<file path="src/rtl/appreg_file.sv">
module appreg_file #(
  parameter int KR_COUNT = 8,
  parameter int EC_BITS  = 6
) (
  input  logic        clk,
  input  logic        rst_n,
  input  logic        req_valid,
  input  logic        req_write,
  input  logic [6:0]  req_index,
  input  logic [63:0] req_wdata,
  input  logic [1:0]  req_pl,
  output logic        rsp_valid,
  output logic [63:0] rsp_rdata,
  output logic [1:0]  rsp_fault
);

  localparam logic [6:0]  KR_LIM   = 7'(KR_COUNT);
  localparam logic [63:0] RSC_MASK = 64'h0000_0000_3FFF_001F;
  localparam logic [63:0] EC_MASK  = {{(64 - EC_BITS){1'b0}}, {EC_BITS{1'b1}}};
  localparam logic [1:0]  F_NONE = 2'd0, F_PRIV = 2'd1, F_ILL = 2'd2;

  logic [63:0] kr_q [KR_COUNT];
  logic [63:0] rsc_q, bsp_q, bspst_q, rnat_q, ccv_q, unat_q, ec_q;

  logic        is_kr, is_ign, known;
  logic [1:0]  fault_c;
  logic [63:0] rd_c, kr_rd;
  logic        we;
  logic [1:0]  pl_new;

  assign is_kr  = req_index < KR_LIM;
  assign is_ign = (req_index[6:4] == 3'b011) || (req_index[6:4] == 3'b111);
  assign known  = is_kr || req_index inside {7'd16, 7'd17, 7'd18, 7'd19, 7'd32, 7'd36, 7'd66};

  always_comb begin
    kr_rd = '0;
    for (int k = 0; k < KR_COUNT; k++)
      if (req_index == 7'(k)) kr_rd = kr_q[k];
  end

  always_comb begin
    fault_c = F_NONE;
    if (is_ign)                           fault_c = F_NONE;
    else if (!known)                      fault_c = F_ILL;
    else if (req_write && is_kr && req_pl != 2'd0) fault_c = F_PRIV;
    else if (req_write && req_index == 7'd17)      fault_c = F_ILL;
  end

  always_comb begin
    rd_c = '0;
    if (is_kr) rd_c = kr_rd;
    else case (req_index)
      7'd16:   rd_c = rsc_q;
      7'd17:   rd_c = bsp_q;
      7'd18:   rd_c = bspst_q;
      7'd19:   rd_c = rnat_q;
      7'd32:   rd_c = ccv_q;
      7'd36:   rd_c = unat_q;
      7'd66:   rd_c = ec_q;
      default: rd_c = '0;
    endcase
    if (req_write || fault_c != F_NONE || is_ign) rd_c = '0;
  end

  assign we     = req_valid && req_write && known && !is_ign && fault_c == F_NONE;
  assign pl_new = (req_wdata[3:2] < req_pl) ? req_pl : req_wdata[3:2];

  always_ff @(posedge clk) begin
    if (!rst_n) begin
      for (int k = 0; k < KR_COUNT; k++) kr_q[k] <= '0;
      rsc_q <= '0; bsp_q <= '0; bspst_q <= '0; rnat_q <= '0;
      ccv_q <= '0; unat_q <= '0; ec_q <= '0;
      rsp_valid <= 1'b0; rsp_rdata <= '0; rsp_fault <= F_NONE;
    end else begin
      rsp_valid <= req_valid;
      rsp_rdata <= req_valid ? rd_c : '0;
      rsp_fault <= req_valid ? fault_c : F_NONE;
      if (we) begin
        for (int k = 0; k < KR_COUNT; k++)
          if (req_index == 7'(k)) kr_q[k] <= req_wdata;
        case (req_index)
          7'd16: rsc_q <= {req_wdata[63:4] & RSC_MASK[63:4], pl_new, req_wdata[1:0]};
          7'd18: begin
            bspst_q <= {req_wdata[63:3], 3'b000};
            bsp_q   <= {req_wdata[63:3], 3'b000};
          end
          7'd19: rnat_q <= {1'b0, req_wdata[62:0]};
          7'd32: ccv_q  <= req_wdata;
          7'd36: unat_q <= req_wdata;
          7'd66: ec_q   <= req_wdata & EC_MASK;
          default: ;
        endcase
      end
    end
  end

  a_r2_one_response: assert property (@(posedge clk) disable iff (!rst_n)
    req_valid |=> rsp_valid);
  a_r3_kr_priv_fault: assert property (@(posedge clk) disable iff (!rst_n)
    (req_valid && req_write && req_index < KR_LIM && req_pl != 2'd0) |=> rsp_fault == F_PRIV);
  a_r5_rsc_pl_clamp: assert property (@(posedge clk) disable iff (!rst_n)
    (req_valid && req_write && req_index == 7'd16) |=> rsc_q[3:2] >= $past(req_pl));
  a_r7_bsp_aligned: assert property (@(posedge clk) disable iff (!rst_n)
    (req_valid && !req_write && (req_index == 7'd17 || req_index == 7'd18)) |=> rsp_rdata[2:0] == 3'b000);
  a_r8_rnat_top_zero: assert property (@(posedge clk) disable iff (!rst_n)
    rnat_q[63] == 1'b0);
  a_r11_ignored_quiet: assert property (@(posedge clk) disable iff (!rst_n)
    (req_valid && (req_index[6:4] == 3'b011 || req_index[6:4] == 3'b111)) |=> (rsp_fault == F_NONE && rsp_rdata == '0));
  a_r13_fault_no_data: assert property (@(posedge clk) disable iff (!rst_n)
    (rsp_fault != F_NONE) |-> rsp_rdata == '0);

endmodule

</file>
<file path="config.mk">
export PLATFORM = sky130hd
export DESIGN_NAME = appreg_file
export DESIGN_NICKNAME = d
export VERILOG_FILES = /design/src/rtl/appreg_file.sv
export SDC_FILE = /design/constraint.sdc
export NUM_CORES = 1
export LEC_CHECK = 0
export ABC_AREA = 1
export ABC_CLOCK_PERIOD_IN_PS = 14000
export BUFFER_PORTS_ARGS = -buffer_cell sky130_fd_sc_hd__buf_4
export CORE_UTILIZATION = 65
export DETAILED_ROUTE_END_ITERATION = 10
export PLACE_DENSITY = 0.83
export SETUP_SLACK_MARGIN = 0.1
export SLEW_MARGIN = 20
export SYNTH_ARGS = -nofsm -noshare
export SYNTH_HDL_FRONTEND = slang
export SYNTH_SLANG_ARGS = --single-unit
</file>
<file path="constraint.sdc">
create_clock -name clk -period 14 [get_ports clk]
set_input_delay 0.7 -clock clk [delete_from_list [all_inputs] [get_ports clk]]
set_output_delay 0.7 -clock clk [all_outputs]
set_load 0.05 [all_outputs]
</file>
== Word-level counts from Yosys, hierarchy flattened ==
Memory sizes are Yosys's and may differ from the RTL's.
Index checks and enable logic that the tools add are counted.

* Mux-type cells: 56
* Equality and inequality tests: 16
* Bitwise operators: 10
* Reduce and logical (&&, ||, !) cells: 26
* Order comparisons: 2

{| class="wikitable"
|+ Operators by type and width
! cell !! number
|-
| 64-bit 2-to-1 mux || 17
|-
| 64-bit case mux with 6 select lines || 1
|-
| 1-bit 2-to-1 mux || 33
|-
| 7-bit by 3-bit == test with 1-bit output, second input constant || 4
|-
| 7-bit by 5-bit == test with 1-bit output, second input constant || 4
|-
| 7-bit by 2-bit == test with 1-bit output, second input constant || 2
|-
| 7-bit by 6-bit == test with 1-bit output, second input constant || 2
|-
| 2-bit AND reduction || 7
|-
| 2-bit 2-to-1 mux || 5
|-
| 1-bit OR || 8
|-
| 7-bit by 1-bit == test with 1-bit output, second input constant || 1
|-
| 7-bit == test, second input constant || 1
|-
| 1-bit logical AND || 7
|-
| 7-bit zero test || 1
|-
| 7-bit by 4-bit < comparator with 1-bit output, second input constant || 1
|-
| 7-bit nonzero test || 1
|-
| 1-bit logical OR || 4
|-
| 2-bit nonzero test || 2
|-
| 3-bit by 2-bit == test with 1-bit output, second input constant || 1
|-
| 3-bit == test, second input constant || 1
|-
| 3-bit OR reduction || 1
|-
| 2-bit zero test || 1
|-
| 2-bit < comparator || 1
|-
| 1-bit inverter || 2
|-
| other kinds (2) || 2
|}

* Word-level logic and storage cells: 120
* Memories kept: 1
* Output and inout port bits: 67
* Bits of input ports: 77
* Register bits after elaboration: 344
* Bits in writable memories: 512

{| class="wikitable"
|+ Memories
! name !! depth !! width !! rd ports !! clocked after memory_dff !! wr ports !! RTL line !! RTL
|-
| kr_q || 8 || 64 || 8 || 0 || 8 || 22 || <nowiki>logic [63:0] kr_q [KR_COUNT];</nowiki>
|}

== Logic depth before layout (Yosys ltp) ==
Gate-level depths: netlist (run 1).

* Word-level depth: 12
* Gate-level depth with buffers: 14
* Depth with buffers taken out: 13

== Least setup slack after synthesis (run 1) ==
No wires, ideal clock.

* Path type: input-to-reg
* From: in req_index[3]
* To: mem kr_q[6][0], in the netlist kr_q[1][128] (enable)
* Setup time: 0.575 ns
* Arrival: 6.265 ns
* Buffers on the path: 0
* Stages on the path: 9
* Slack: 7.160 ns
* Required time: 13.425 ns
* Cells stage by stage: inv_2 nand2_1 nor2_1 nand2_2 nand2_2 nor2_1 nand3_2 nand4_4 o21ai_0

{| class="wikitable"
|+ RTL lines
! element !! RTL line !! RTL
|-
| start, declared || 9 || <nowiki>input logic [6:0] req_index,</nowiki>
|-
| end, declared || 22 ||
|}

==> metrics.md, run 1 <==
| Metric | Value |
|---|---|
| CTS max path bufs | `3` |
| # DRC | `0` |
| Clock Sink Count | `856` |
| Path category of the worst min-delay check | `input port to flip-flop` |
| Mapped Nets | `4,247` |
| P_leak | `16.4 nW` |
| Core Region | `roughly 55,000 µm²` |
| Final Util | `between 70% and 80%` |
| Slew Limit Fails | `0` |
| PD cells | `between 100 and 150 nW/µm²` |
| Max-cap violations | `0` |
| Worst slew pin tran | `1160 ps` |
| Crit path arrival time | `4020 ps` |
| Drt pass-1 iters | `7` |
| Max incr delay on CP | `760 ps` |
| Comb pwr share | `3.5%` |
| Tcrit/Tclk final | `26.9%` |
| Inserted Clock Buffers | `84` |
| Vias in the first global route | `27,709` |
| H-tree levels | `3` |
| Yosys cell types | `30` |
| CTS clk-pin slew, worst paths | `60 ps` |
| DR iter-0 viols | `about 3,700` |
| Clock power share | `43.9%` |
| Critical path peak fanout | `96` |
| First-pass GRT wire length | `151,000 µm` |
| CP endpoint kind | `flip-flop` |
| Skew final | `20.7 ps` |
| Clk Latency, worst-skew pair | `650 ps` |
| Overall fraction of global-route tracks in use | `between 30% and 40%` |
| Psw | `1.13 mW` |
| Post-route ant nets | `0` |
| Status | `completed` |
| Max IR drop VDD | `0.000101 V` |
| GR Util met2 | `between 50% and 60%` |
| Vias after detailed routing | `29,267` |
| Setup violators final | `0` |
| Most common cell on crit path | `buf_4` |
| #FFs+latches synth | `856` |
| Post-CTS Resized | `0` |
| Switching Fraction | `approximately a fifth` |
| Worst path slowest cell | `buf_4` |
| Post-route setup TNS | `0 ps` |
| Port Buf Inserts | `143` |
| Crit path cell chain | `buf_4, nor2_1, nand2_2, inv_2, nand2_1, nor2_1, nor2_2, nand3_2, nor2_4, buf_4, nand2_2, nand2_4, buf_4` |
| Vias/cell | `5.86` |
| Filler Cells Inserted | `3,868` |
| GPL Wtd Cong | `0.890` |
| Post-Syn Instances | `4,168` |
| Crit-path leading delay family | `buffers and inverters` |
| GRT met3 Usage | `roughly 6.8%` |
| Initial core utilization | `65.7%` |
| Postcts setup bufs | `0` |
| Synth warn | `0` |
| Top Usage Layer GRT | `met2` |
| CTS tree | `yes` |
| Clock Tree Root | `clkbuf_16` |
| Layout cell share with drive strength beyond 1 | `9.51%` |
| Critical Path RT | `14,260 ps` |
| Pint | `between 4 and 5 mW` |
| Routed WL per cell | `19.7 µm` |
| Avg Inst Size Synth | `8.68 µm²` |
| Largest net degree at the start of global routing | `112` |
| Area growth syn-to-layout | `11.3%` |
| Buf/Inv on CP | `4` |
| Register area share after synthesis | `61.5%` |
| Hpwl dp | `50,200 µm` |
| Fin nets | `4,257` |
| Die ar. | `56,600 µm²` |
| Final hold violations | `0` |
| Hold buffers post-CTS | `0` |
| # IOs | `between 100 and 150` |
| Rows | `between 80 and 90` |
| Initial antenna violation count | `3` |
| Fin area | `40,300 µm²` |
| Met1 GRT Util | `between 40% and 50%` |
| Seq pwr share | `52.6%` |
| Mapped Area | `36,200 µm²` |
| RSZ-0062 raised after global routing | `no` |
| CP Class | `input port to flip-flop` |
| Worst setup SP type | `input port` |
| Total wire length | `98,700 µm` |
| Period minus WS final | `3760 ps` |
| Gr ovfl total | `0` |
| DIE HEIGHT | `about 240 µm` |
| Placed inst area | `~37,000 µm²` |
| Achievable Freq | `266 MHz` |
| Die width | `238 µm` |
| Max-slew headroom | `22.6%` |
==> path summary, 6_finish.rpt <==
kind | slack, ps | from | depth (start not counted) | to
worst min register to register | 480 | rnat_q[10] | 2 | rnat_q[10]
worst min-delay path | 440 | req_wdata[10] | 5 | rnat_q[10]
worst max-delay path | 10240 | req_index[4] | 13 | kr_q[0][238]
worst max register to register | 12610 | kr_q[0][55] | 8 | rsp_rdata[55]
==> per-layer routing <==
layer	up-vias	wire length [µm]
li1	13456	-
met1	13512	35900
met2	1969	45900
met3	326	12800
met4	4	4000
met5	-	25
==> layout by cell type, fill, tap and decap left out, types with 10 or more instances in the layout <==
cell       netlist  final
nand2_1       1094   1081
nor2_1         984    977
edfxtp_1       512    512
nand3_1        390    390
dfxtp_1        344    344
inv_1          230    229
buf_4           17    183
a21oi_1        172    172
clkbuf_16        0     89
nand4_1         78     78
or2_2           51     51
clkbuf_1       115     23
clkinv_2         0     11
nand2_2          4     10
o21ai_0         12     10
clkinv_1         1     10
==> power by group through the flow <==
stage | sequential, mW | combinational [mW] | clock [mW]
2_1_floorplan | 2.83 | 0.105 | 0
3_5_place_dp | 2.83 | 0.181 | 0
5_1_grt | 2.78 | 0.200 | 2.41
6_report | 2.78 | 0.187 | 2.32
4_1_cts | 2.78 | 0.182 | 2.32
3_3_place_gp | 2.83 | 0.178 | 0
==> flip-flops by register name (all words and copies together), names as in the netlist <==
signal	count
ec_q	6
kr_q	512
ccv_q	64
rsp_fault	2
rnat_q	63
unat_q	64
bspst_q	61
rsp_valid	1
rsc_q	19
rsp_rdata	64
==> synth_stat cells <==
master,instances,area [µm²]
edfxtp_1,512,15400
nand2_2,4,25.0
or2_2,51,319
a22o_1,4,35.0
inv_2,7,26.3
nor2_1,984,3690
ha_1,2,25.0
a221oi_1,6,52.6
nor3_2,1,10.0
nor3_1,2,10.0
nor4_1,1,6.26
nand2_1,1094,4110
nand4_4,1,21.3
clkbuf_1,115,432
buf_6,14,158
nand3_2,2,20.0
a211oi_1,2,15.0
a21oi_1,172,861
buf_2,69,345
dfxtp_1,344,6890
nand4_1,78,488
nor2_2,3,18.8
nor2_4,2,22.5
inv_1,230,863
buf_4,17,128
nand3_1,390,1950
clkinv_1,1,3.75
buf_1,45,169
nor2_8,3,60.1
o21ai_0,12,60.1
==> cell type report <==
type                    instances  area, µm²  share of cell area (%)
well taps                     748        936                    2.32
clock inverters                34        397                   0.985
diodes                          4       10.0                  0.0249
inverters                     238        900                    2.23
multi-input cells            2814      12000                    29.7
clock buffers                 120       2410                    5.98
flip-flops and latches        856      22300                    55.3
repair buffers                184       1390                    3.45
==> kinds of logic (layout without fill, tap and decap cells) <==
group                      Yosys count  after routing  share of synthesized area, %
AOI/OAI and AO/OA                  196            196                          2.83
adders and majority gates            2              2                        0.0691
buffers and inverters              498            576                          5.87
DFF                                856            856                          61.5
other                                0              4                             0
and+or+nand+nor                   2616           2616                          29.7
==> metrics by stage <==
stage                     hold WS [ps]  total power, mW  cells  setup WS, ps
after floorplan                    454             2.94   4168          7160
after global placement             461             3.00   4840          9760
after detailed placement           471             3.01   4840          9680
after CTS                          424             5.28   4994         10300
after global routing               467             5.40   4994         10050
final                              437             5.28   4998         10240
==> tightest hold or removal path, delay by kind of cell <==
kind / cells / cell delay [ps]
buf+inv: 2 / 150
simple gates: 3 / 200
(Power assumes the default switching activity.)
==> run 2, diff against run 1 <==
- ABC_CLOCK_PERIOD_IN_PS: 14000 -> 3360
- CORE_UTILIZATION: 65 -> 56
- PLACE_DENSITY: 0.83 -> 0.76
- clock period: 14 -> 3.36 ns (I/O delays scaled with it)
==> metrics.md, run 2 (synthesized netlist as in run 1, its figures left out) <==
| Metric | Value |
|---|---|
| Clock Tree Root | `clkbuf_16 (unchanged)` |
| Largest register FFs | `512 (unchanged)` |
| Most common cell after layout, fill and taps aside | `nand2_1 (unchanged)` |
| Most common cell on crit path | `nor2_1 (was buf_4)` |
| Port Buf Inserts | `143 (unchanged)` |
| CTS tree | `yes (unchanged)` |
| Max-cap violations | `0 (unchanged)` |
| Fin nets | `4,357 (was 4,257)` |
| Initial core utilization | `57.1% (was 65.7%)` |
| Worst setup SP type | `input port (unchanged)` |
| Post-CTS Resized | `0 (unchanged)` |
| Vias after detailed routing | `28,775 (was 29,267)` |
| Most flop-heavy register | `kr_q (unchanged)` |
| End of the worst register-to-register path | `rsp_rdata[61] (was rsp_rdata[55])` |
| Critical path peak fanout | `128 (was 96)` |
| Filler Cells Inserted | `4,977 (was 3,868)` |
| Die width | `256 µm (was 238 µm)` |
| Path category of the worst min-delay check | `input port to flip-flop (unchanged)` |
| Buf/Inv on CP | `4 (unchanged)` |
| Routed WL per cell | `18.5 µm (was 19.7 µm)` |
| Setup violators final | `0 (unchanged)` |
| First-pass GRT wire length | `150,000 µm (was 151,000 µm)` |
| Core Region | `63,400 µm² (was 55,100 µm²)` |
| Total wire length | `96,000 µm (was 98,700 µm)` |
| # IOs | `144 (unchanged)` |
| Worst path slowest cell | `buf_12 (was buf_4)` |
| Max incr delay on CP | `430 ps (was 760 ps)` |
| Most frequent cells in the layout | `1,081 x nand2_1, 977 x nor2_1, 512 x edfxtp_1, 390 x nand3_1, 344 x dfxtp_1 (unchanged)` |
| RSZ-0062 raised after global routing | `no (unchanged)` |
| Setup crit end | `unat_q[60] (was kr_q[0][238])` |
| Slew Limit Fails | `0 (unchanged)` |
| Hold Slack | `39.2 ps (was 437 ps)` |
| Dpl ws | `661 ps (was 9680 ps)` |
| # placed instances | `4,970 (was 4,840)` |
| Vias in the first global route | `27,234 (was 27,709)` |
| Inserted Clock Buffers | `87 (was 84)` |
| Layout cell share with drive strength beyond 1 | `10.2% (was 9.51%)` |
| Achievable Freq | `448 MHz` |
| Final worst slack | `1130 ps (was 10,240 ps)` |
| Crit path cell chain | `buf_4, nor2_1, nand2_1, nor2_4, buf_12, inv_1, nor2_8, buf_12, nor2_1, nor2_1 (was buf_4, nor2_1, nand2_2, inv_2, nand2_1, nor2_1, nor2_2, nand3_2, nor2_4, buf_4, nand2_2, nand2_4, buf_4)` |
| Status | `completed (unchanged)` |
| Clk Latency, worst-skew pair | `650 ps (about the same)` |
| Die ar. | `65,600 µm² (was 56,600 µm²)` |
| GPL Wtd Cong | `0.838 (was 0.890)` |
| Largest net degree at the start of global routing | `129 (was 112)` |
| Critical Path RT | `3940 ps (was 14,260 ps)` |
| CTS clk-pin slew, worst paths | `60 ps (about the same)` |
| Gr ovfl total | `0 (unchanged)` |
| CTS max path bufs | `3 (unchanged)` |
| Overall fraction of global-route tracks in use | `29.1% (was 34.8%)` |
| PD cells | `528 nW/µm² (was 131 nW/µm²)` |
| H-tree levels | `3 (unchanged)` |
| Final hold violations | `0 (unchanged)` |
| Post-route setup TNS | `0 ps (unchanged)` |
| Max-slew headroom | `35.3% (was 22.6%)` |
| CP endpoint kind | `flip-flop (unchanged)` |
| Worst r2r src | `kr_q[0][61] (was kr_q[0][55])` |
| Max IR drop VDD | `0.000350 V (was 0.000101 V)` |
| Period minus WS final | `2230 ps` |
| Vias/cell | `5.54 (was 5.86)` |
| Hpwl dp | `54,800 µm (was 50,200 µm)` |
| CP Class | `input port to flip-flop (unchanged)` |
| Area growth syn-to-layout | `14.7% (was 11.3%)` |
| Final std cells w/o fill | `5,198 (was 4,998)` |
| DR iter-0 viols | `3,264 (was 3,733)` |
| Crit-path leading delay family | `buffers and inverters (unchanged)` |
| FF-to-FF setup slack | `2070 ps (was 12,610 ps)` |
| # DRC | `0 (unchanged)` |
| Worst r2r path cells | `8 (unchanged)` |
| Drt pass-1 iters | `6 (was 7)` |
| CP startpoint | `req_index[4] (unchanged)` |
| Post-route ant nets | `0 (unchanged)` |
| Initial antenna violation count | `0 (was 3)` |
| Tcrit/Tclk final | `between 60% and 70%` |
| WP depth | `10 (was 13)` |
| DIE HEIGHT | `256 µm (was 238 µm)` |
| Skew final | `20.9 ps (was 20.7 ps)` |
| Postcts setup bufs | `0 (unchanged)` |
| Crit path arrival time | `2810 ps (was 4020 ps)` |
| Clock Sink Count | `856 (unchanged)` |
| Rows | `92 (was 86)` |
| Worst slew pin tran | `970 ps (was 1160 ps)` |
| P_leak | `16.9 nW (was 16.4 nW)` |
run 2: cell count changes in the layout (fill, tap and decap cells not counted), sizes merged:
cell         delta
diode           -3
buf            +32
clkinvlp        -5
bufinv          -5
clkbuf         +10
inv             +4
dlygate4sd3    +65
clkinv          +4
run 2: where the power goes:
part,leakage [nW],switching [mW],internal (mW),total [mW]
Combinational,7.91,0.626,0.247,0.874
Sequential,7.65,0.0921,11.5,11.6
Clock,1.38,4.03,5.44,9.47
Total,16.9,4.75,17.2,21.9
run 2: area by class of cell:
cell class	instances	area [µm²]	share of cell area, %
multi-input cells	2814	12000	28.8
repair buffers	281	2550	6.15
clock buffers	130	2480	5.97
diodes	1	2.50	0.00603
clock inverters	32	317	0.762
flip-flops and latches	856	22300	53.6
inverters	238	896	2.16
well taps	846	1060	2.55
run 2: what timing repair did:
item                                   CTS  global route
setup endpoints to repair                0             0
endpoints found under the hold margin  290             0
hold buffers                            65             0
run 2: tightest hold or removal path, stage by stage:
cell	delay, ps
buf_4	100
a21oi_1	130
nand3_1	120
nand2_1	50
nor2_1	70
run 2: worst min path at each step:
stage / from / endpoint / cells past startpoint
after CTS: req_wdata[3] / bspst_q[3] / 5
after global routing: req_wdata[3] / ccv_q[3] / 5
final: req_pl[0] / rsc_q[2] / 5
after detailed placement: unat_q[43] / unat_q[43] / 2
after global placement: rnat_q[35] / rnat_q[35] / 2
after floorplan: req_valid / rsp_valid / 2
run 2: layer usage:
metal / share of wire [%] / vias up / track usage, %
met3: 10 / 204 / 5.11
met5: 0 / - / 0
met1: 40 / 13455 / 39.2
met2: 47 / 1458 / 47.3
li1: - / 13658 / -
met4: 3.2 / 0 / 10.5
run 2: metrics by stage:
stage / cell area [µm²] / utilization, % / total power, mW
5_1_grt: 41500 / 65.5 / 22.5
4_1_cts: 41500 / 65.5 / 22.0
6_report: 41500 / 65.5 / 21.9
2_1_floorplan: 36200 / - / 12.2
3_5_place_dp: 38100 / 60.0 / 12.6
3_3_place_gp: 38100 / 60.0 / 12.6
